[config.mk]
export PLATFORM = sky130hd
export DESIGN_NAME = clkdiv_wo
export DESIGN_NICKNAME = d
export VERILOG_FILES = /design/src/rtl/clkdiv_pkg.sv /design/src/rtl/wo_cfg_reg.sv /design/src/rtl/pre_stage.sv /design/src/rtl/div_stage.sv /design/src/rtl/clkdiv_wo.sv
export SDC_FILE = /design/constraint.sdc
export NUM_CORES = 1
export LEC_CHECK = 0
export BUFFER_PORTS_ARGS = -buffer_cell sky130_fd_sc_hd__buf_2
export CAP_MARGIN = 20
export CORE_MARGIN = 3
export CORE_UTILIZATION = 57
export CTS_BUF_LIST = sky130_fd_sc_hd__clkbuf_8
export DETAILED_ROUTE_END_ITERATION = 6
export HOLD_SLACK_MARGIN = 0.15
export PLACE_DENSITY = 0.83
export SYNTH_ARGS = -nofsm -noshare
export SYNTH_HDL_FRONTEND = slang
export SYNTH_SLANG_ARGS = --single-unit
[constraint.sdc]
create_clock -name clk -period 2.9 [get_ports clk]
set_input_delay 0.29 -clock clk [delete_from_list [all_inputs] [get_ports clk]]
set_output_delay 0.29 -clock clk [all_outputs]
set_load 0.005 [all_outputs]
[src/rtl/clkdiv_pkg.sv]
// Shared widths and the register layout of the write-once timing divider.
// Assumes an 8-bit register: flag, prescale select, divisor.
package clkdiv_pkg;
    localparam int DIV_W    = 6;             // divisor field width
    localparam int PRE_LOG2 = 3;             // prescale factor = 2**PRE_LOG2
    localparam int REG_W    = DIV_W + 2;     // flag + prescale + divisor

    typedef struct packed {
        logic             loaded;
        logic             pre_sel;
        logic [DIV_W-1:0] div;
    } cfg_t;
endpackage

[src/rtl/wo_cfg_reg.sv]
// Write-once configuration register. The first write after reset captures
// the low bits and sets the sticky loaded flag. Later writes are ignored.
// Assumes the strobes are synchronous to clk.
module wo_cfg_reg
    import clkdiv_pkg::*;
(
    input  logic             clk,
    input  logic             rst_n,
    input  logic             wr_en,
    input  logic [REG_W-1:0] wdata,
    output cfg_t             cfg_q
);
    logic unused_wbit;
    assign unused_wbit = wdata[REG_W-1];

    // Capture the first write, then hold the value until reset
    always_ff @(posedge clk) begin
        if (!rst_n) begin
            cfg_q <= '0;
        end else if (wr_en && !cfg_q.loaded) begin
            cfg_q.loaded  <= 1'b1;
            cfg_q.pre_sel <= wdata[DIV_W];
            cfg_q.div     <= wdata[DIV_W-1:0];
        end
    end
endmodule

[src/rtl/pre_stage.sv]
// Optional fixed power-of-two prescaler. It emits a stage enable once every
// 2**PRE_LOG2 cycles when selected, or every cycle when not. It is held
// cleared while run is low.
module pre_stage #(
    parameter int PRE_LOG2 = 3
) (
    input  logic clk,
    input  logic rst_n,
    input  logic run,
    input  logic sel,
    output logic stage_en
);
    generate
        if (PRE_LOG2 == 0) begin : g_none
            // Prescale factor of 1: every running cycle is a stage cycle
            always_comb stage_en = run;
        end else begin : g_cnt
            localparam logic [PRE_LOG2-1:0] LAST = '1;
            logic [PRE_LOG2-1:0] pcnt;

            // Free-running prescale counter, cleared until configured
            always_ff @(posedge clk) begin
                if (!rst_n || !run || !sel) pcnt <= '0;
                else                        pcnt <= pcnt + 1'b1;
            end

            // Stage enable on the last count, or always if bypassed
            always_comb stage_en = run && (!sel || (pcnt == LAST));
        end
    endgenerate
endmodule

[src/rtl/div_stage.sv]
// Programmable divide-by-(div+1) stage counting prescaler enables. tick is
// high for the stage cycle that ends each period. Assumes div is stable
// while run is high.
module div_stage #(
    parameter int DIV_W = 6
) (
    input  logic             clk,
    input  logic             rst_n,
    input  logic             run,
    input  logic             stage_en,
    input  logic [DIV_W-1:0] div,
    output logic             tick
);
    logic [DIV_W-1:0] dcnt;
    logic             at_end;

    // End-of-period compare
    always_comb at_end = (dcnt == div);

    // Divisor counter, wraps after reaching the programmed value
    always_ff @(posedge clk) begin
        if (!rst_n || !run)  dcnt <= '0;
        else if (stage_en)   dcnt <= at_end ? '0 : dcnt + 1'b1;
    end

    // Tick output, single stage cycle at period end
    always_comb tick = run && stage_en && at_end;
endmodule

[src/rtl/clkdiv_wo.sv]
// Top of the write-once timing divider: the configuration register, the
// prescaler and the divisor stage. Reads are combinational from the
// register, so a read in a write cycle returns the old contents.
module clkdiv_wo
    import clkdiv_pkg::*;
(
    input  logic             clk,
    input  logic             rst_n,
    input  logic             wr_en,
    input  logic             rd_en,
    input  logic [REG_W-1:0] wdata,
    output logic [REG_W-1:0] rdata,
    output logic             tick,
    output logic             pe_enable
);
    cfg_t             cfg_q;
    logic             stage_en;
    logic             cfg_pre;
    logic [DIV_W-1:0] cfg_div;

    wo_cfg_reg u_reg (
        .clk   (clk),
        .rst_n (rst_n),
        .wr_en (wr_en),
        .wdata (wdata),
        .cfg_q (cfg_q)
    );

    // Break out the fields for the stages and the checker
    always_comb begin
        cfg_pre = cfg_q.pre_sel;
        cfg_div = cfg_q.div;
    end

    pre_stage #(.PRE_LOG2(PRE_LOG2)) u_pre (
        .clk      (clk),
        .rst_n    (rst_n),
        .run      (cfg_q.loaded),
        .sel      (cfg_pre),
        .stage_en (stage_en)
    );

    div_stage #(.DIV_W(DIV_W)) u_div (
        .clk      (clk),
        .rst_n    (rst_n),
        .run      (cfg_q.loaded),
        .stage_en (stage_en),
        .div      (cfg_div),
        .tick     (tick)
    );

    // Read mux and permission output
    always_comb begin
        rdata     = rd_en ? cfg_q : '0;
        pe_enable = cfg_q.loaded;
    end
endmodule

### After elaboration in Yosys (flattened, before gate mapping)

Cells that the tools add are included.

* bits in registers: 17
* output and inout port bits: 10

* add/subtract/negate cells: 2
* equality and inequality tests: 2
* muxes and demuxes: 2
* reduce and logical (&&, ||, !) cells: 10

Operator list (number)
* $mux 8: 1
* $add 6x1->6 const B: 1
* $eq 6x6->1: 1
* $mux 6: 1
* $logic_and 1x1->1: 4
* $add 3x1->3 const B: 1
* $eq 3x3->1 const B: 1
* $logic_not 1->1: 3
* $logic_or 1x1->1: 3

### Longest topological paths before layout

* word-level depth: 5
* depth in mapped cells: 6

### By module

Synthesis repeated with hierarchy kept, for this count alone.

* cells, all modules: 91
* area total of the unflattened synthesis: 853.3 um^2

Modules (own cells, without submodules)
* div_stage: instances 1, cells each 37, area each 367.9 um^2, seq. area each 120.1 um^2
* wo_cfg_reg: instances 1, cells each 33, area each 315.3 um^2, seq. area each 160.2 um^2
* pre_stage: instances 1, cells each 13, area each 120.1 um^2, seq. area each 60.1 um^2
* clkdiv_wo: instances 1, cells each 8, area each 50.0 um^2, seq. area each 0.0 um^2

### Worst setup path after synthesis

No wires, ideal clock.

* kind: reg-to-reg
* from: reg u_pre.g_cnt.pcnt[0]
* to: reg u_div.dcnt[0]
* data arrival time: 1.321 ns
* data required time: 2.772 ns
* setup slack: 1.451 ns
* stages on the path, launching flop included: 7
* buffers on the path: 0
* period minus slack after synthesis: 1.449 ns
* cells stage by stage: dfxtp_1 > ha_1 > ha_1 > nand2b_1 > nand2_1 > o311ai_4 > nor2_1

* longest elaborated chain between the ends: 3

Ends and longest elaborated chain
* from (decl): RTL line pre_stage.sv:19 `logic [PRE_LOG2-1:0] pcnt;`
* from (signal assigned): RTL line pre_stage.sv:24 `else pcnt <= pcnt + 1'b1;`
* $eq 3x3->1: RTL line pre_stage.sv:28 `always_comb stage_en = run && (!sel || (pcnt == LAST));`
* $logic_or 1x1->1: RTL line pre_stage.sv:28
* $logic_and 1x1->1: RTL line pre_stage.sv:28
* to (signal assigned): RTL line div_stage.sv:23 `else if (stage_en) dcnt <= at_end ? '0 : dcnt + 1'b1;`
* to (decl): RTL line div_stage.sv:14 `logic [DIV_W-1:0] dcnt;`

No other way between the ends.
A chain may end at the register's enable or synchronous reset.

### Worst setup path in the final report

* from: reg u_pre.g_cnt.pcnt[0]
* to: out tick

* longest elaborated chain between the ends: 5

Ends and longest elaborated chain
* $eq 3x3->1: RTL line pre_stage.sv:28
* $logic_or 1x1->1: RTL line pre_stage.sv:28
* $logic_and 1x1->1: RTL line pre_stage.sv:28
* $logic_and 1x1->1 (2 in a row): RTL line div_stage.sv:27 `always_comb tick = run && stage_en && at_end;`
* to (decl): RTL line clkdiv_wo.sv:13 `output logic tick,`

No other way between the ends.

==> flow_metrics.tcl <==
set metrics [dict create \
    outcome "finished, final reports clean" \
    drt-initial-drc-count 8 \
    grt_antenna_before_repair 0 \
    yosys-top-cells-area "dfxtp_1, mux2i_1, xnor2_2" \
    clock_insertion_delay_worst_skew_ns 0.25 \
    first_global_vias 578 \
    post_cts_resized 0 \
    setup_viol_count_final 0 \
    cell_area_power_density_mw_per_mm2 483.8 \
    timing.critical_path.cells "ha_1 -> ha_1 -> nand2b_1 -> nand2_1 -> nor3_1 -> buf_2" \
    dp_hpwl_mm 1.111 \
    core_box_area_mm2 0.001350 \
    worst_hold_path_type "input pin to flip-flop" \
    grt_first_pass_wirelength_mm 2.635 \
    htreeDepth 1 \
    mappedNetlistNets 99 \
    grt_start_max_net_pins 12 \
    cp.buffers_inverters 1 \
    cpMaxStageDelayCell "dfxtp_1" \
    start_util_pct 63.21 \
    cp.arrival_ns 1.66 \
    drive_gt1_share_pct 30.48 \
    antennaDiodeCount 0 \
    worst-r2r-cell-count 6 \
    viasPerCell 5.025 \
    timing.rr.start "u_pre.g_cnt.pcnt[0]" \
    post_synth_inst_count 84 \
    timing_hold_violations_final 0 \
    library_cell_used_as_clock_root_buffer "clkbuf_8" \
    place.detailed.instances 116 \
    worst_slew_pin_slew_ns 0.7491 \
    hold_startpoint "wr_en" \
    area_post_placement_um2 958.4 \
    routed_wirelength_mm 1.458 \
    fillCellCount 102 \
    slew_headroom_pct 49.96 \
    layout.cell_area.non_filler_mm2 0.001005 \
    finalClockSkew_ns 0.004275 \
    die_w_um 44.69 \
    areaGrowthSynthToFinish_pct 17.74 \
    pin_count 22 \
    mappedNetlistArea_um2 853.3 \
    avgRoutedWirePerCell_um 12.15 \
    cts_max_path_buffers 2 \
    yosys_register_bits 17 \
    post_cts_buffers 0 \
    tritoncts "built" \
    postCtsHoldBufs 0 \
    gr_usage_total_pct 18.30 \
    floorplan.die_area_mm2 0.001997 \
    timing.hold.worst_path_depth 2 \
    finish.cell_count_without_fillers 120 \
    area_taken_by_multi_input_logic_gates_um2 491.7 \
    period_share_pct 67.23 \
    worstSetupPathType "flip-flop to output pin" \
    clk_transition_reported_paths_ns 0.07 \
    die_extent_in_y_um 44.69 \
    global_route.overflow_total 0 \
    final-seq-area_um2 340.3 \
    critical_path.startpoint_type "flip-flop" \
    drc_errors 0 \
    finalMaxSlewViolations 0 \
    required_ns 2.61 \
    yosys.area.top_type_share_pct 39.88 \
    fin_tns_setup_ns 0 \
    synth.yosys.seq_area_share_pct 39.88 \
    worstSetupPathDepth 6 \
    gp_routability_congestion 0.6911 \
    cellLeakagePower_uw 0.0004410 \
    maxCapViolations 0 \
    max-vdd-ir-drop_v 0.0004345 \
    buffer_ports.inserted 20 \
    critPathTopFamily "simple AND/OR/NAND/NOR gates" \
    syn-mean-instance-area_um2 10.16 \
    hold_ws_ns 0.2530 \
    yosysUniqueCellTypes 22 \
    finalNetCount 121 \
    critPathLaunch "u_pre.g_cnt.pcnt[0]" \
    cts_made_buffers 3 \
    final.min_clock_period_ns 1.950 \
    core.rowCount 13 \
    crit_path_frequent_cell "ha_1" \
    numClockSinks 17 \
    cp_slowest_stage_delay_ns 0.34 \
    antenna_violating_nets_post_route 0 \
    yosysWarnings 0 \
    critical_path.max_fanout 6 \
    dr_total_vias 603 \
    rsz0062_at_grt "false" \
    first_pass_iters 4 \
    critical_path.endpoint_type "output pin" \
    max_freq_mhz 512.9 \
    synth_largest_area_cell "dfxtp_1" \
]
==> power breakdown <==
| group | internal, µW | leakage, µW | switching [µW] | total, µW |
|---|---|---|---|---|
| Sequential | 241 | 0.000138 | 10.2 | 251 |
| Clock | 95.2 | 0.0000255 | 81.3 | 177 |
| Combinational | 30.8 | 0.000277 | 27.4 | 58.2 |
| Total | 367 | 0.000441 | 119 | 486 |
==> worst register-to-register path: cells and delay by family, from the launching register on <==
kind                     cells  cell delay [ns]
AO/OA/AOI/OAI                1             0.42
adder cells (fa/ha/maj)      2             0.27
flip-flops                   1             0.34
AND/OR/NAND/NOR              3             0.48
==> layout make-up <==
class	instances	share of cell area [%]
Sequential cell	17	33.87
Inverter	2	0.7472
Clock buffer	3	4.110
Tap cell	15	1.868
Timing Repair Buffer	20	9.963
Clock inverter	1	0.4981
Multi-Input combinational cell	62	48.94
==> layer usage <==
| metal | vias to the layer above | routed length, µm | track usage, % |
|---|---|---|---|
| met5 | - | 0 | 0 |
| met4 | 0 | 17 | 7.229 |
| met3 | 2 | 86 | 4.781 |
| met2 | 17 | 705 | 29.51 |
| met1 | 269 | 649 | 23.19 |
| li1 | 315 | - | - |
==> registers in the layout, indices dropped and copies added (netlist names) <==
name,flops
u_pre.g_cnt.pcnt,3
u_reg.cfg_q,8
u_div.dcnt,6
==> layout by cell type (no fill, tap or decap), drive strengths merged <==
cell	n
xnor2	6
inv	2
clkinv	1
and2	10
nand4	3
and3	1
nand3	3
dfxtp	17
o21a	1
nor2b	8
buf	20
xor2	5
nand2	2
nor3	1
ha	3
nor2	9
clkbuf	3
mux2i	8
nand2b	1
o311ai	1
==> cells by family after synthesis <==
| family | after synthesis | synth area share, % |
|---|---|---|
| XOR/XNOR | 11 | 14.81 |
| adder cells (fa/ha/maj) | 3 | 4.399 |
| buffers and inverters | 5 | 2.493 |
| AND/OR/NAND/NOR | 38 | 25.07 |
| multiplexers | 8 | 9.385 |
| flip-flops | 17 | 39.88 |
| AO/OA/AOI/OAI | 2 | 3.960 |
==> stage by stage <==
step,total power (µW),worst slack [ns],util [%]
2_1_floorplan,296.3,1.451,-
3_3_place_gp,313.7,1.250,70.99
3_5_place_dp,315.4,1.223,70.99
4_1_cts,487.2,0.9496,74.42
5_1_grt,510.5,0.7954,74.42
6_report,486.1,0.9503,74.42
==> path summary, 6_finish.rpt <==
check | endpoint | slack, ns
hold / removal | u_reg.cfg_q[7] | 0.25
hold reg to reg | u_pre.g_cnt.pcnt[0] | 0.43
setup reg to reg | u_div.dcnt[5] | 1.26
setup / recovery | tick | 0.95
==> Yosys cell counts (all sizes together) <==
cell	n
buf	2
inv	2
and3	1
nand4	3
ha	3
dfxtp	17
nand3	3
nand2b	1
mux2i	8
xor2	5
xnor2	6
and2	10
nand2	2
o311ai	1
o21a	1
clkbuf	1
nor3	1
nor2b	8
nor2	9
(Power assumes the default switching activity.)
